===== src/rtl/fde_pkg.sv =====
package fde_pkg;

    typedef enum logic [1:0] {
        ST_START  = 2'd0,
        ST_FILL_D = 2'd1,
        ST_FILL_E = 2'd2,
        ST_FULL   = 2'd3
    } seq_st_e;

    typedef enum logic [1:0] {
        GNT_NONE = 2'd0,
        GNT_IRQ  = 2'd1,
        GNT_FIQ  = 2'd2
    } grant_e;

endpackage


===== src/rtl/fde_ctrl.sv =====
module fde_ctrl
    import fde_pkg::*;
(
    input  logic clk,
    input  logic rst_n,
    input  logic hold,
    input  logic redirect,
    output logic f_vld,
    output logic d_vld,
    output logic e_vld
);

    seq_st_e st_q, st_d;

    always_comb begin
        st_d = st_q;
        if (!hold) begin
            if (redirect) begin
                st_d = ST_FILL_D;
            end else begin
                unique case (st_q)
                    ST_START:  st_d = ST_FILL_D;
                    ST_FILL_D: st_d = ST_FILL_E;
                    ST_FILL_E: st_d = ST_FULL;
                    ST_FULL:   st_d = ST_FULL;
                endcase
            end
        end
    end

    always_ff @(posedge clk) begin
        if (!rst_n) st_q <= ST_START;
        else        st_q <= st_d;
    end

    always_comb begin
        unique case (st_q)
            ST_START:  begin f_vld = 1'b0; d_vld = 1'b0; e_vld = 1'b0; end
            ST_FILL_D: begin f_vld = 1'b1; d_vld = 1'b0; e_vld = 1'b0; end
            ST_FILL_E: begin f_vld = 1'b1; d_vld = 1'b1; e_vld = 1'b0; end
            ST_FULL:   begin f_vld = 1'b1; d_vld = 1'b1; e_vld = 1'b1; end
        endcase
    end

    assert_wait_freeze_R6: assert property (@(posedge clk) disable iff (!rst_n)
        hold |=> $stable(st_q));

    assert_redirect_refill_R5: assert property (@(posedge clk) disable iff (!rst_n)
        (redirect && !hold) |=> (st_q == ST_FILL_D));

endmodule


===== src/rtl/fde_irq.sv =====
module fde_irq
    import fde_pkg::*;
#(
    parameter int          AW      = 32,
    parameter logic [31:0] IRQ_VEC = 32'h0000_0018,
    parameter logic [31:0] FIQ_VEC = 32'h0000_001C
) (
    input  logic          clk,
    input  logic          rst_n,
    input  logic          hold,
    input  logic          d_vld,
    input  logic          flush,
    input  logic          fiq_req,
    input  logic          irq_req,
    input  logic          mask_we,
    input  logic [1:0]    mask_wdata,
    input  logic [AW-1:0] d_addr,
    output logic          take,
    output logic          is_fiq,
    output logic [AW-1:0] vector,
    output logic          fiq_dis,
    output logic          irq_dis,
    output logic [AW-1:0] ret_addr
);

    grant_e gnt;
    logic   may_enter;

    assign may_enter = !hold && d_vld && !flush;

    always_comb begin
        gnt = GNT_NONE;
        if (may_enter) begin
            if (fiq_req && !fiq_dis)      gnt = GNT_FIQ;
            else if (irq_req && !irq_dis) gnt = GNT_IRQ;
        end
    end

    always_comb begin
        unique case (gnt)
            GNT_FIQ:  begin take = 1'b1; is_fiq = 1'b1; vector = AW'(FIQ_VEC); end
            GNT_IRQ:  begin take = 1'b1; is_fiq = 1'b0; vector = AW'(IRQ_VEC); end
            default:  begin take = 1'b0; is_fiq = 1'b0; vector = AW'(IRQ_VEC); end
        endcase
    end

    always_ff @(posedge clk) begin
        if (!rst_n) begin
            fiq_dis  <= 1'b1;
            irq_dis  <= 1'b1;
            ret_addr <= '0;
        end else if (!hold) begin
            fiq_dis <= (mask_we ? mask_wdata[1] : fiq_dis) | (gnt == GNT_FIQ);
            irq_dis <= (mask_we ? mask_wdata[0] : irq_dis) | take;
            if (take) ret_addr <= d_addr;
        end
    end

    assert_fiq_first_R9: assert property (@(posedge clk) disable iff (!rst_n)
        (take && fiq_req && !fiq_dis) |-> is_fiq);

    assert_entry_mask_R11: assert property (@(posedge clk) disable iff (!rst_n)
        take |=> irq_dis);

    assert_flush_wins_R12: assert property (@(posedge clk) disable iff (!rst_n)
        flush |-> !take);

    assert_masked_irq_R7: assert property (@(posedge clk) disable iff (!rst_n)
        (take && !is_fiq) |-> !irq_dis);

    assert_need_decode_R14: assert property (@(posedge clk) disable iff (!rst_n)
        take |-> d_vld);

endmodule


===== src/rtl/fde_datapath.sv =====
module fde_datapath #(
    parameter int          AW       = 32,
    parameter int          IW       = 32,
    parameter logic [31:0] RESET_PC = 32'h0000_0000
) (
    input  logic          clk,
    input  logic          rst_n,
    input  logic          hold,
    input  logic          f_vld,
    input  logic          redirect,
    input  logic [AW-1:0] redir_pc,
    input  logic [IW-1:0] fetch_word,
    output logic [AW-1:0] fetch_addr,
    output logic [AW-1:0] d_addr,
    output logic [IW-1:0] e_instr,
    output logic [AW-1:0] e_addr
);

    localparam int          BYTES   = IW / 8;
    localparam int          ALIGN_B = $clog2(BYTES);
    localparam logic [AW-1:0] STEP  = AW'(BYTES);
    localparam logic [AW-1:0] AMASK = {{(AW-ALIGN_B){1'b1}}, {ALIGN_B{1'b0}}};

    logic [AW-1:0] fpc_q;
    logic [IW-1:0] d_word_q;
    logic [AW-1:0] d_addr_q;
    logic [IW-1:0] e_word_q;
    logic [AW-1:0] e_addr_q;

    always_ff @(posedge clk) begin
        if (!rst_n) begin
            fpc_q    <= AW'(RESET_PC) & AMASK;
            d_word_q <= '0;
            d_addr_q <= '0;
            e_word_q <= '0;
            e_addr_q <= '0;
        end else if (!hold) begin
            if (redirect)   fpc_q <= redir_pc & AMASK;
            else if (f_vld) fpc_q <= fpc_q + STEP;
            d_word_q <= fetch_word;
            d_addr_q <= fpc_q;
            e_word_q <= d_word_q;
            e_addr_q <= d_addr_q;
        end
    end

    assign fetch_addr = fpc_q;
    assign d_addr     = d_addr_q;
    assign e_instr    = e_word_q;
    assign e_addr     = e_addr_q;

    assert_fetch_aligned_R4: assert property (@(posedge clk) disable iff (!rst_n)
        fetch_addr[ALIGN_B-1:0] == '0);

    assert_decode_follows_R2: assert property (@(posedge clk) disable iff (!rst_n)
        (!hold && f_vld && !redirect) |=> (d_addr == $past(fetch_addr)));

endmodule


===== src/rtl/fde_sequencer.sv =====
module fde_sequencer #(
    parameter int          AW       = 32,
    parameter int          IW       = 32,
    parameter logic [31:0] RESET_PC = 32'h0000_0000,
    parameter logic [31:0] IRQ_VEC  = 32'h0000_0018,
    parameter logic [31:0] FIQ_VEC  = 32'h0000_001C
) (
    input  logic          clk,
    input  logic          rst_n,
    output logic [AW-1:0] imem_addr,
    input  logic [IW-1:0] imem_rdata,
    input  logic          mem_wait,
    output logic          ex_valid,
    output logic [IW-1:0] ex_instr,
    output logic [AW-1:0] ex_pc,
    input  logic          ex_branch,
    input  logic          ex_pc_wr,
    input  logic [AW-1:0] ex_target,
    input  logic          ex_mask_wr,
    input  logic [1:0]    ex_mask_wdata,
    input  logic          fiq_req,
    input  logic          irq_req,
    output logic          fiq_dis,
    output logic          irq_dis,
    output logic          int_take,
    output logic          int_is_fiq,
    output logic [AW-1:0] ret_addr
);

    localparam logic [AW-1:0] STEP     = AW'(IW / 8);
    localparam logic [AW-1:0] PC_AHEAD = AW'(2 * (IW / 8));

    logic          f_vld, d_vld, e_vld;
    logic          flush, redirect;
    logic [AW-1:0] vector, redir_pc, d_addr, e_addr;

    assign flush    = e_vld && (ex_branch || ex_pc_wr);
    assign redirect = flush || int_take;
    assign redir_pc = flush ? ex_target : vector;

    fde_ctrl u_ctrl (
        .clk      (clk),
        .rst_n    (rst_n),
        .hold     (mem_wait),
        .redirect (redirect),
        .f_vld    (f_vld),
        .d_vld    (d_vld),
        .e_vld    (e_vld)
    );

    fde_irq #(
        .AW      (AW),
        .IRQ_VEC (IRQ_VEC),
        .FIQ_VEC (FIQ_VEC)
    ) u_irq (
        .clk        (clk),
        .rst_n      (rst_n),
        .hold       (mem_wait),
        .d_vld      (d_vld),
        .flush      (flush),
        .fiq_req    (fiq_req),
        .irq_req    (irq_req),
        .mask_we    (ex_mask_wr && e_vld),
        .mask_wdata (ex_mask_wdata),
        .d_addr     (d_addr),
        .take       (int_take),
        .is_fiq     (int_is_fiq),
        .vector     (vector),
        .fiq_dis    (fiq_dis),
        .irq_dis    (irq_dis),
        .ret_addr   (ret_addr)
    );

    fde_datapath #(
        .AW       (AW),
        .IW       (IW),
        .RESET_PC (RESET_PC)
    ) u_dp (
        .clk        (clk),
        .rst_n      (rst_n),
        .hold       (mem_wait),
        .f_vld      (f_vld),
        .redirect   (redirect),
        .redir_pc   (redir_pc),
        .fetch_word (imem_rdata),
        .fetch_addr (imem_addr),
        .d_addr     (d_addr),
        .e_instr    (ex_instr),
        .e_addr     (e_addr)
    );

    assign ex_valid = e_vld;
    assign ex_pc    = e_addr + PC_AHEAD;

    assert_two_bubbles_R5: assert property (@(posedge clk) disable iff (!rst_n)
        (redirect && !mem_wait) |=> !ex_valid ##1 !ex_valid);

    assert_wait_stable_R6: assert property (@(posedge clk) disable iff (!rst_n)
        mem_wait |=> ($stable(imem_addr) && $stable(ex_pc) && $stable(ex_valid)));

    assert_seq_step_R2: assert property (@(posedge clk) disable iff (!rst_n)
        (ex_valid && !mem_wait && !redirect) |=> (!ex_valid || ex_pc == $past(ex_pc) + STEP));

endmodule


===== config.mk =====
export PLATFORM = sky130hd
export DESIGN_NAME = fde_sequencer
export DESIGN_NICKNAME = d
export VERILOG_FILES = /design/src/rtl/fde_pkg.sv /design/src/rtl/fde_ctrl.sv /design/src/rtl/fde_irq.sv /design/src/rtl/fde_datapath.sv /design/src/rtl/fde_sequencer.sv
export SDC_FILE = /design/constraint.sdc
export NUM_CORES = 1
export LEC_CHECK = 0
export ABC_CLOCK_PERIOD_IN_PS = 3000
export BUFFER_PORTS_ARGS = -buffer_cell sky130_fd_sc_hd__clkbuf_2
export CAP_MARGIN = 20
export CORE_MARGIN = 3
export CORE_UTILIZATION = 48
export DETAILED_ROUTE_END_ITERATION = 6
export MAX_ROUTING_LAYER = met4
export PLACE_DENSITY = 0.73
export SYNTH_ARGS = -nofsm -noshare
export SYNTH_HDL_FRONTEND = slang
export SYNTH_SLANG_ARGS = --single-unit

===== constraint.sdc =====
create_clock -name clk -period 3 [get_ports clk]
set_input_delay 0.15 -clock clk [delete_from_list [all_inputs] [get_ports clk]]
set_output_delay 0.15 -clock clk [all_outputs]
set_load 0.02 [all_outputs]

* After elaboration in Yosys (flattened, before gate mapping)
Index checks and enable logic that the tools add are counted.
** Cells by class
- Add/subtract/negate cells :: 2
- Equal/unequal tests :: 5
- Mux-type cells :: 16
- Bitwise gates (word level) :: 3
- Reduce and logical (&&, ||, !) cells :: 21
** Operators by type and width (count)
- 32-bit 2-to-1 mux :: 3
- 32-bit by 3-bit adder with 32-bit output (second input constant) :: 1
- 32-bit by 4-bit adder with 32-bit output (second input constant) :: 1
- 2-bit equality test (second input constant) :: 3
- 1-bit logical AND :: 6
- 2-bit 2-to-1 mux :: 3
- 1-bit case mux with 2 select lines :: 3
- 2-bit case mux with 3 select lines :: 1
- 2-bit OR reduction :: 3
- 3-bit OR reduction :: 2
- 1-bit 2-to-1 mux :: 5
- 2-bit by 1-bit equality test with 1-bit output (second input constant) :: 2
- 1-bit logical NOT :: 4
- 2-bit AND reduction :: 2
- 3-bit 2-to-1 mux :: 1
- 2-bit logical NOT :: 1
- 1-bit logical OR :: 2
- 1-bit OR :: 2
- 2-bit nonzero test :: 1
- 1-bit NOT :: 1
** Word-level totals
- Register bits after elaboration :: 196
- Input bits :: 74
- Output and inout port bits :: 133

* Longest topological paths before layout
Gate-level depths: netlist of the first run.
- Depth after elaboration :: 13
- Gate-level depth with buffers :: 12
- Depth with buffers taken out :: 8

* Modules after synthesis
A second synthesis of the first run with hierarchy kept.
** Unflattened totals
- Cells, all modules :: 1005
- Area, all modules :: 9181.3 um^2
** Modules (own cells, without submodules)
- fde_datapath :: times used 1, cells each 681, area an instance 6482.5 um^2, sequential area each 3083.0 um^2
- fde_irq :: times used 1, cells each 191, area an instance 1590.3 um^2, sequential area each 680.7 um^2
- fde_sequencer :: times used 1, cells each 121, area an instance 996.0 um^2, sequential area each 0.0 um^2
- fde_ctrl :: times used 1, cells each 12, area an instance 112.6 um^2, sequential area each 40.0 um^2

* Worst setup path before layout of the first run
Ideal clock, no wire load.
- Kind :: flip-flop to flip-flop
- Start point :: reg u_ctrl.st_q[1]
- End point :: reg u_dp.fpc_q[13], in the netlist u_dp.fetch_addr[13]
- Setup time :: 0.120 ns
- Arrival time :: 2.760 ns
- Slack :: 0.120 ns
- Cell stages (with the launch flop) :: 11
- Path buffers :: 3
- Period minus slack after synthesis :: 2.880 ns
- Path through :: dfxtp_1 > o211a_1 > clkbuf_1 > clkbuf_1 > nor4_1 > ha_1 > or3b_1 > nand2_1 > clkbuf_1 > nor4_1 > o31a_1
** On the way
- Longest elaborated chain between the ends :: 13
- Elaborated cells between the ends (all ways) :: 25
- Classes of those cells :: eq/ne (5); mux (7); reduce/logical (13)
** Ends and longest elaborated chain
- start: declaration :: line fde_ctrl.sv:13 : seq_st_e st_q, st_d;
- start signal: assignment :: line fde_ctrl.sv:33 : else st_q <= st_d;
- 2-bit by 1-bit equality test with 1-bit output (tied with other cells) :: line fde_ctrl.sv:37 : unique case (st_q)
- 3-bit OR reduction (no line)
- 1-bit case mux with 2 select lines :: line fde_ctrl.sv:37
- 1-bit logical AND :: line fde_sequencer.sv:37 : assign flush = e_vld && (ex_branch || ex_pc_wr);
- 1-bit logical NOT :: line fde_irq.sv:29 : assign may_enter = !hold && d_vld && !flush;
- 1-bit logical AND :: line fde_irq.sv:29
- 2-bit 2-to-1 mux :: line fde_irq.sv:33 : if (may_enter) begin
- 2-bit by 1-bit equality test with 1-bit output or 2-bit equality test (tied branches) :: line fde_irq.sv:40 : unique case (gnt)
- 2-bit OR reduction (no line)
- 1-bit 2-to-1 mux :: line fde_irq.sv:40
- 1-bit logical OR :: line fde_sequencer.sv:38 : assign redirect = flush || int_take;
- 2-bit nonzero test (no line)
- 2-bit AND reduction (no line)
- end signal: assignment :: line fde_datapath.sv:32 : fpc_q <= AW'(RESET_PC) & AMASK;
- end signal: assignment :: line fde_datapath.sv:38 : if (redirect) fpc_q <= redir_pc & AMASK;
- end signal: assignment :: line fde_datapath.sv:39 : else if (f_vld) fpc_q <= fpc_q + STEP;
- end: declaration :: line fde_datapath.sv:24 : logic [AW-1:0] fpc_q;
Several ways; a longest one is shown, not always the timed one.
A chain may end at the register's enable or synchronous reset.

* Final worst setup path of the first run
- Start point :: reg u_ctrl.st_q[1]
- End point :: reg u_dp.fpc_q[22], in the netlist u_dp.fetch_addr[22]
Same word-level chain as after synthesis.

==> results of run 1 <==
==> per-layer routing <==
layer / share of wire (%) / wire, um / vias to the layer above / GRT usage (%)
li1: - / - / 3637 / -
met1: 46 / 10100 / 3447 / 33.1
met2: 45 / 9950 / 307 / 35.6
met3: 7.1 / 1550 / 36 / 4.45
met4: 2.1 / 461 / 0 / 6.33
met5: 0 / 0 / - / -
==> cell type report <==
cell class	instances	share of cell area (%)
clock buffer	17	4.09
clock inverter	15	2.20
inverter	9	0.349
multi-input combinational	650	39.5
sequential	188	36.1
tap	220	2.64
timing repair buffer	258	15.1
==> critical path: cells and delay by family, from the launching register on <==
family / cells / cell delay [ns]
adder cells (fa/ha/maj): 1 / 0.32
buffers and inverters: 3 / 0.62
AO/OA/AOI/OAI: 2 / 0.41
flip-flops: 1 / 0.43
AND/OR/NAND/NOR: 4 / 0.68
==> Yosys cell counts (3+ instances only) <==
| cell | count | area share, % |
|---|---|---|
| dfxtp_1 | 188 | 46 |
| a31oi_1 | 5 | 0.38 |
| o22ai_1 | 4 | 0.31 |
| nor2_1 | 135 | 6.2 |
| xor2_1 | 5 | 0.54 |
| xnor2_1 | 22 | 2.4 |
| o21ai_1 | 6 | 0.37 |
| nand3_1 | 31 | 1.9 |
| o21ai_0 | 7 | 0.43 |
| a21oi_1 | 51 | 3.1 |
| and3_1 | 13 | 0.99 |
| inv_1 | 9 | 0.41 |
| ha_1 | 3 | 0.46 |
| o211ai_1 | 10 | 0.92 |
| o32ai_1 | 3 | 0.32 |
| and4_1 | 11 | 1.2 |
| or3_1 | 4 | 0.31 |
| o21a_1 | 3 | 0.28 |
| o31a_1 | 5 | 0.54 |
| nand4_1 | 16 | 1.2 |
| nor3_1 | 14 | 0.86 |
| buf_2 | 3 | 0.18 |
| clkbuf_1 | 43 | 2.0 |
| nand2_1 | 102 | 4.7 |
| a41oi_1 | 8 | 0.86 |
| buf_4 | 7 | 0.64 |
| mux2i_1 | 128 | 16 |
| buf_1 | 18 | 0.83 |
| nor4_1 | 6 | 0.46 |
| nand4b_1 | 3 | 0.32 |
| or4_1 | 13 | 1.2 |
==> state kept, by name, indices dropped and copies added, names as in the netlist <==
signal	cells
u_dp.e_instr	32
u_dp.d_addr	30
u_irq.fiq_dis	1
u_dp.fetch_addr	30
u_irq.ret_addr	30
u_dp.e_addr	30
u_dp.d_word_q	32
u_irq.irq_dis	1
u_ctrl.st_q	2
==> worst max path at each step <==
stage | endpoint | depth (start not counted) | slack [ns]
after floorplan | u_dp.fetch_addr[13]$_SDFFE_PN0P_ | 10 | 0.12
after global placement | u_dp.fetch_addr[25]$_SDFFE_PN0P_ | 8 | 0.50
after detailed placement | u_dp.fetch_addr[22]$_SDFFE_PN0P_ | 10 | 0.50
after CTS | u_dp.fetch_addr[22]$_SDFFE_PN0P_ | 10 | 0.46
after global routing | u_dp.fetch_addr[19]$_SDFFE_PN0P_ | 9 | 0.16
final | u_dp.fetch_addr[22]$_SDFFE_PN0P_ | 10 | 0.44
==> cell families after synthesis <==
| group | synth area share (%) |
|---|---|
| buffers and inverters | 4.04 |
| adders and majority gates | 0.459 |
| AOI/OAI and AO/OA | 10.2 |
| muxes | 15.7 |
| DFF | 46.0 |
| other | 0.0458 |
| xor gates and xnor gates | 2.89 |
| and+or+nand+nor | 20.8 |
==> metrics by stage <==
| step | util [%] | cells | cell area [um2] | worst slack, ns |
|---|---|---|---|---|
| after global routing | 62.6 | 1357 | 10400 | 0.157 |
| after floorplan | - | 918 | 8200 | 0.120 |
| after global placement | 56.2 | 1285 | 9360 | 0.498 |
| after CTS | 62.6 | 1357 | 10400 | 0.456 |
| after detailed placement | 56.2 | 1285 | 9360 | 0.496 |
| final | 62.6 | 1357 | 10400 | 0.435 |
==> cell usage in the layout (no fill, tap or decap), types with 4 or more instances in the layout <==
cell type | Yosys | layout
nor2_1 | 135 | 134
o21ai_0 | 7 | 7
or3_1 | 4 | 4
bufinv_16 | 0 | 4
o31a_1 | 5 | 5
o22ai_1 | 4 | 4
xor2_1 | 5 | 5
clkbuf_16 | 0 | 17
a31oi_1 | 5 | 5
nor4_1 | 6 | 6
and3_1 | 13 | 13
nand2_1 | 102 | 102
nor3_1 | 14 | 14
or4_1 | 13 | 13
a21oi_1 | 51 | 51
a41oi_1 | 8 | 8
o211ai_1 | 10 | 10
dfxtp_1 | 188 | 188
buf_4 | 7 | 18
xnor2_1 | 22 | 22
dlygate4sd3_1 | 0 | 40
nand4_1 | 16 | 16
clkbuf_2 | 0 | 197
mux2i_1 | 128 | 128
and4_1 | 11 | 11
nand3_1 | 31 | 31
inv_1 | 9 | 8
o21ai_1 | 6 | 6
conb_1 | 1 | 6
==> power by group <==
group          leakage, nW  switching [mW]  internal, mW
sequential            1.52          0.0566          2.56
combinational         2.76           0.257         0.197
clock                0.313            1.05          1.43
==> out/qor.csv, run 1 <==
stage,metric,value,unit
timing,headroom to the max-slew limit,34.4,%
setup_path,"slowest stage delay, CP",0.43,ns
setup_path,critical path peak fanout,22,
finish,sequential cell area,0.00376,mm2
clocking,H-Tree Level Count,4,
finish,diodes inserted,0,
setup_path,"Slowest-stage cell, CP",dfxtp_1,
min_path,Hold Path Sink,u_dp.fetch_addr[25]$_SDFFE_PN0P_,
logic_synthesis,cells after synthesis,913,
timing,RSZ-0062 raised after global routing,no,
setup_path,CP required,3.33,ns
power_and_ir_drop,cell leakage power,4.60,nW
grt,total grt overflow,0,
routing,Final ANT Viol Nets,0,
min_path,Hold Path Stages,3,
setup_path,R2R Setup Slk,0.44,ns
grt,global-route wire length before repair,35.0,mm
floorplanning,FP Rows,47,
placement,I/O Buffers,198,
setup_path,CP Data Arrival Time,2.90,ns
clocking,Root Driver,clkbuf_16,
timing,minimum clock period,2.56,ns
min_path,Hold WC Path Type,input pin to flop,
timing,part of the cycle the worst path needs,85.5,%
clocking,CTS Hold Bufs,40,
timing,setup TNS,0,ns
power_and_ir_drop,maximum VDD drop,0.503,mV
setup_path,CP Launch Point,u_ctrl.st_q[1]$_SDFFE_PN0N_,
logic_synthesis,Netlist cell types,58,
floorplanning,Placeable Area,0.0166,mm2
finish,area occupied by multi-input gates,0.00411,mm2
finish,share of post-route cells with drive strength above 1,22.9,%
finish,Layout area overhead,27.3,%
placement,Post-DP HPWL,14.9,mm
power_and_ir_drop,Power Density,533,mW/mm2
logic_synthesis,"Seq/Total Area, Yosys",46.0,%
grt,GRT Total Usage,23.8,%
routing,post-DR vias/cell,5.47,
timing,Fmax,390,MHz
setup_path,"Critical Path, Cell by Cell","inv_1, nor3_1, nand4b_1, ha_1, buf_4, nor3b_1, nor2_1, buf_4, a31oi_1, a221oi_2",
clocking,postcts setup bufs,0,
routing,Pre-antenna DRT Iters,6,
logic_synthesis,post-synthesis async set-or-reset flop share,0,%
logic_synthesis,Mapped Avg Cell Area,8.96,um2
finish,number of fill cells in the layout,1443,
min_path,Hold Crit Start,ex_target[25],
clocking,CTS max path bufs,2,
clocking,worst skew pair latency,0.42,ns
placement,Final GP Congestion,0.908,
routing,wire length per cell,16.2,um
grt,vias in the first global route,6834,
timing,Hold Slack,0.0322,ns
logic_synthesis,Post-synth EDFFs,0,
routing,DR vias,7427,
setup_path,most frequent CP cell,buf_4,
floorplanning,starting density of the core,49.2,%
outcome,status,completed,
logic_synthesis,Seq cells post-synth,188,
grt,initial antenna violation count,0,
clocking,clock slew at reported path FFs,0.07,ns
clocking,CTS tree,yes,
setup_path,R2R Path Start,u_ctrl.st_q[1]$_SDFFE_PN0N_,
setup_path,worst reg2reg path depth,10,
floorplanning,Die Area,0.0186,mm2
grt,pin count of the biggest net entering global routing,132,
floorplanning,Die H,137,um
setup_path,Worst setup EP type,flop,
floorplanning,IO Pins,207,
routing,initial drt markers,572,
job,count of max-cap constraint violations,0,
timing,worst clock skew,0.00801,ns
floorplanning,DIE WIDTH,137,um
timing,fin. max-slew vios,0,
timing,"Setup violations, final",0,
setup_path,RR Endpoint,u_dp.fetch_addr[22]$_SDFFE_PN0P_,
logic_synthesis,Post-Syn Area,0.00818,mm2
setup_path,critical path startpoint category,flop,
logic_synthesis,"Top FF cell, synth",dfxtp_1,
clocking,clock sink count,188,
clocking,CTS buffer count,17,
routing,post-detailed-routing wire length,22.0,mm
power_and_ir_drop,total power,5.54,mW
logic_synthesis,Synth warnings,0,
finish,# nets final,1201,
setup_path,crit path kind,flop to flop,
clocking,post-CTS resize count,0,
timing,Least-Margin Pin Slew,0.984,ns
routing,Residual DRC,0,
timing,final hold violation count,0,
Note: power is estimated with default switching activity, not from simulation.
==> inputs of run 2 (changes only) <==
--- a/config.mk
+++ b/config.mk
@@ -5,14 +5,14 @@
 export SDC_FILE = /design/constraint.sdc
 export NUM_CORES = 1
 export LEC_CHECK = 0
-export ABC_CLOCK_PERIOD_IN_PS = 3000
 export BUFFER_PORTS_ARGS = -buffer_cell sky130_fd_sc_hd__clkbuf_2
 export CAP_MARGIN = 20
 export CORE_MARGIN = 3
 export CORE_UTILIZATION = 48
+export CTS_BUF_LIST = sky130_fd_sc_hd__clkbuf_16
 export DETAILED_ROUTE_END_ITERATION = 6
 export MAX_ROUTING_LAYER = met4
-export PLACE_DENSITY = 0.73
+export PLACE_DENSITY = 0.79
 export SYNTH_ARGS = -nofsm -noshare
 export SYNTH_HDL_FRONTEND = slang
 export SYNTH_SLANG_ARGS = --single-unit
==> run 2 against run 1 <==
- worst hold slack got worse by 0.0056 ns
- first-iteration DRC count up 33%
- non-clock buffer count is 4 higher
- cell count increased by 0.22%
- register-to-register slack worse by 0.06 ns
- critical path type unchanged
- critical endpoint unchanged
- largest cell class unchanged
- largest power group unchanged
- highest routed layer unchanged
==> out/qor.csv, run 2 (synthesis gave the netlist of run 1 again) <==
stage,metric,value,unit,change
grt,vias in the first global route,6917,,+1.2%
placement,Final GP Congestion,0.915,,+0.73%
setup_path,critical path peak fanout,9,,-59%
setup_path,critical path startpoint category,flop,,
power_and_ir_drop,Power Density,501,mW/mm2,-5.9%
grt,GRT Total Usage,24.0,%,+0.20 points
job,count of max-cap constraint violations,0,,unchanged
routing,DR vias,7540,,+1.5%
power_and_ir_drop,cell leakage power,4.57,nW,-0.59%
finish,# nets final,1205,,+0.33%
setup_path,CP endpoint,u_dp.fetch_addr[22]$_SDFFE_PN0P_,,
timing,"Setup violations, final",0,,unchanged
clocking,CTS buffer count,17,,unchanged
timing,worst clock skew,0.00867,ns,+0.000669 ns
min_path,Hold WC Path Type,input pin to flop,,
timing,part of the cycle the worst path needs,87.6,%,+2.1 points
finish,Final Util,62.1,%,-0.46 points
clocking,worst skew pair latency,0.42,ns,about the same
clocking,clock sink count,188,,unchanged
routing,Residual DRC,0,,unchanged
clocking,CTS tree,yes,,
clocking,CTS max path bufs,2,,unchanged
routing,Pre-antenna DRT Iters,5,,-1
setup_path,R2R Path Start,u_ctrl.st_q[1]$_SDFFE_PN0N_,,
outcome,status,completed,,
setup_path,Worst setup EP type,flop,,
timing,minimum clock period,2.63,ns,+0.0631 ns
placement,Post-DP HPWL,15.0,mm,+1.2%
finish,number of fill cells in the layout,1421,,-1.5%
floorplanning,Die Area,0.0186,mm2,unchanged
setup_path,CP required,3.34,ns,about the same
routing,initial drt markers,759,,+33%
grt,total grt overflow,0,,unchanged
routing,wire length per cell,16.2,um,about the same
timing,Final WS setup,0.372,ns,-0.0631 ns
floorplanning,Placeable Area,0.0166,mm2,unchanged
finish,fin area,0.0103,mm2,-0.73%
timing,final hold violation count,0,,unchanged
timing,Least-Margin Pin Slew,1.01,ns,+0.0268 ns
floorplanning,IO Pins,207,,unchanged
finish,Layout area overhead,26.3,%,
timing,Fmax,381,MHz,-2.4%
power_and_ir_drop,total power,5.18,mW,-6.6%
finish,share of post-route cells with drive strength above 1,22.7,%,-0.15 points
finish,Final Non-Filler Cells,1360,,+0.22%
routing,Final ANT Viol Nets,0,,unchanged
timing,headroom to the max-slew limit,32.6,%,-1.8 points
timing,setup TNS,0,ns,unchanged
setup_path,crit path kind,flop to flop,,
placement,I/O Buffers,198,,unchanged
floorplanning,FP Rows,47,,unchanged
setup_path,R2R Setup Slk,0.37,ns,-0.06 ns
timing,RSZ-0062 raised after global routing,no,,
clocking,Root Driver,clkbuf_16,,
clocking,clock slew at reported path FFs,0.07,ns,about the same
placement,cell area after placement,0.00937,mm2,+0.16%
timing,Hold Slack,0.0266,ns,-0.00559 ns
setup_path,CP Launch Point,u_ctrl.st_q[1]$_SDFFE_PN0N_,,
floorplanning,starting density of the core,49.2,%,unchanged
grt,global-route wire length before repair,35.1,mm,+0.33%
placement,pre-CTS WS,0.432,ns,-0.0637 ns
routing,post-detailed-routing wire length,22.1,mm,+0.31%
finish,diodes inserted,0,,unchanged
floorplanning,DIE WIDTH,137,um,unchanged
grt,pin count of the biggest net entering global routing,133,,+0.76%
finish,"commonest non-fill, non-tap cell in the layout",clkbuf_2,,
setup_path,CP Data Arrival Time,2.97,ns,+0.07 ns
power_and_ir_drop,maximum VDD drop,0.392,mV,-22%
placement,cell count after placement,1287,,+0.16%
setup_path,worst reg2reg path depth,9,,-1
clocking,H-Tree Level Count,4,,unchanged
grt,initial antenna violation count,0,,unchanged
setup_path,RR Endpoint,u_dp.fetch_addr[22]$_SDFFE_PN0P_,,
timing,fin. max-slew vios,0,,unchanged
floorplanning,Die H,137,um,unchanged
routing,post-DR vias/cell,5.54,,+1.3%
finish,most frequent cells in the layout,"clkbuf_2 (197), dfxtp_1 (188), nor2_1 (134)",,
## run 2: cell count changes in the layout (fill, tap and decap cells not counted)
cell           previous run  this run
buf_4                    18        21
bufinv_16                 4         1
clkinv_2                  0         2
inv_1                     8        10
inv_8                     3         1
clkinv_1                  0         1
clkinv_4                  2         1
clkinv_8                  1         0
clkinvlp_4                2         3
dlygate4sd3_1            40        41
## run 2: where the power goes
group / leakage (nW) / switching [mW] / internal, mW
registers: 1.52 / 0.0578 / 2.56
logic: 2.78 / 0.257 / 0.200
clock network: 0.268 / 0.964 / 1.14
total: 4.57 / 1.28 / 3.90
## run 2: how the worst min path moves through the flow
stage | startpoint | to | cells after the start
after floorplan | ex_mask_wdata[0] | u_irq.irq_dis$_SDFFE_PN1N_ | 2
after global placement | ex_mask_wdata[0] | u_irq.irq_dis$_SDFFE_PN1N_ | 3
after detailed placement | ex_mask_wdata[0] | u_irq.irq_dis$_SDFFE_PN1N_ | 3
after CTS | ex_target[19] | u_dp.fetch_addr[19]$_SDFFE_PN0P_ | 3
after global routing | ex_target[19] | u_dp.fetch_addr[19]$_SDFFE_PN0P_ | 3
final | ex_target[19] | u_dp.fetch_addr[19]$_SDFFE_PN0P_ | 3
## run 2: area by class of cell
type	instances	area, um2	share of cell area [%]
Multi-Input combinational cell	650	4110	39.8
Clock inverter	14	120	1.16
Clock buffer	17	425	4.12
Inverter	9	36.3	0.351
Timing Repair Buffer	262	1610	15.5
Sequential cell	188	3760	36.4
Tap cell	220	275	2.66
## run 2: routing by layer
| metal | track usage (%) | wire length [um] | share of wire, % |
|---|---|---|---|
| met2 | 36.2 | 10200 | 46 |
| met1 | 33.3 | 10100 | 46 |
| met3 | 3.09 | 1400 | 6.3 |
| met4 | 8.23 | 456 | 2.1 |
| met5 | - | 0 | 0 |
## run 2: critical path: stages (launching register included)
cell	delay, ns
dfxtp_1	0.42
inv_1	0.10
nor3_1	0.17
nand4b_1	0.12
ha_1	0.35
nor3b_1	0.17
nor2_1	0.52
buf_4	0.29
a31oi_1	0.11
a221oi_2	0.28
## run 2: what timing repair did
action | 4_1_cts | 5_1_grt
hold endpoints to repair | 40 | 0
hold buffers | 41 | 0
setup buffers | 0 | 0
gates resized for setup | 0 | 0
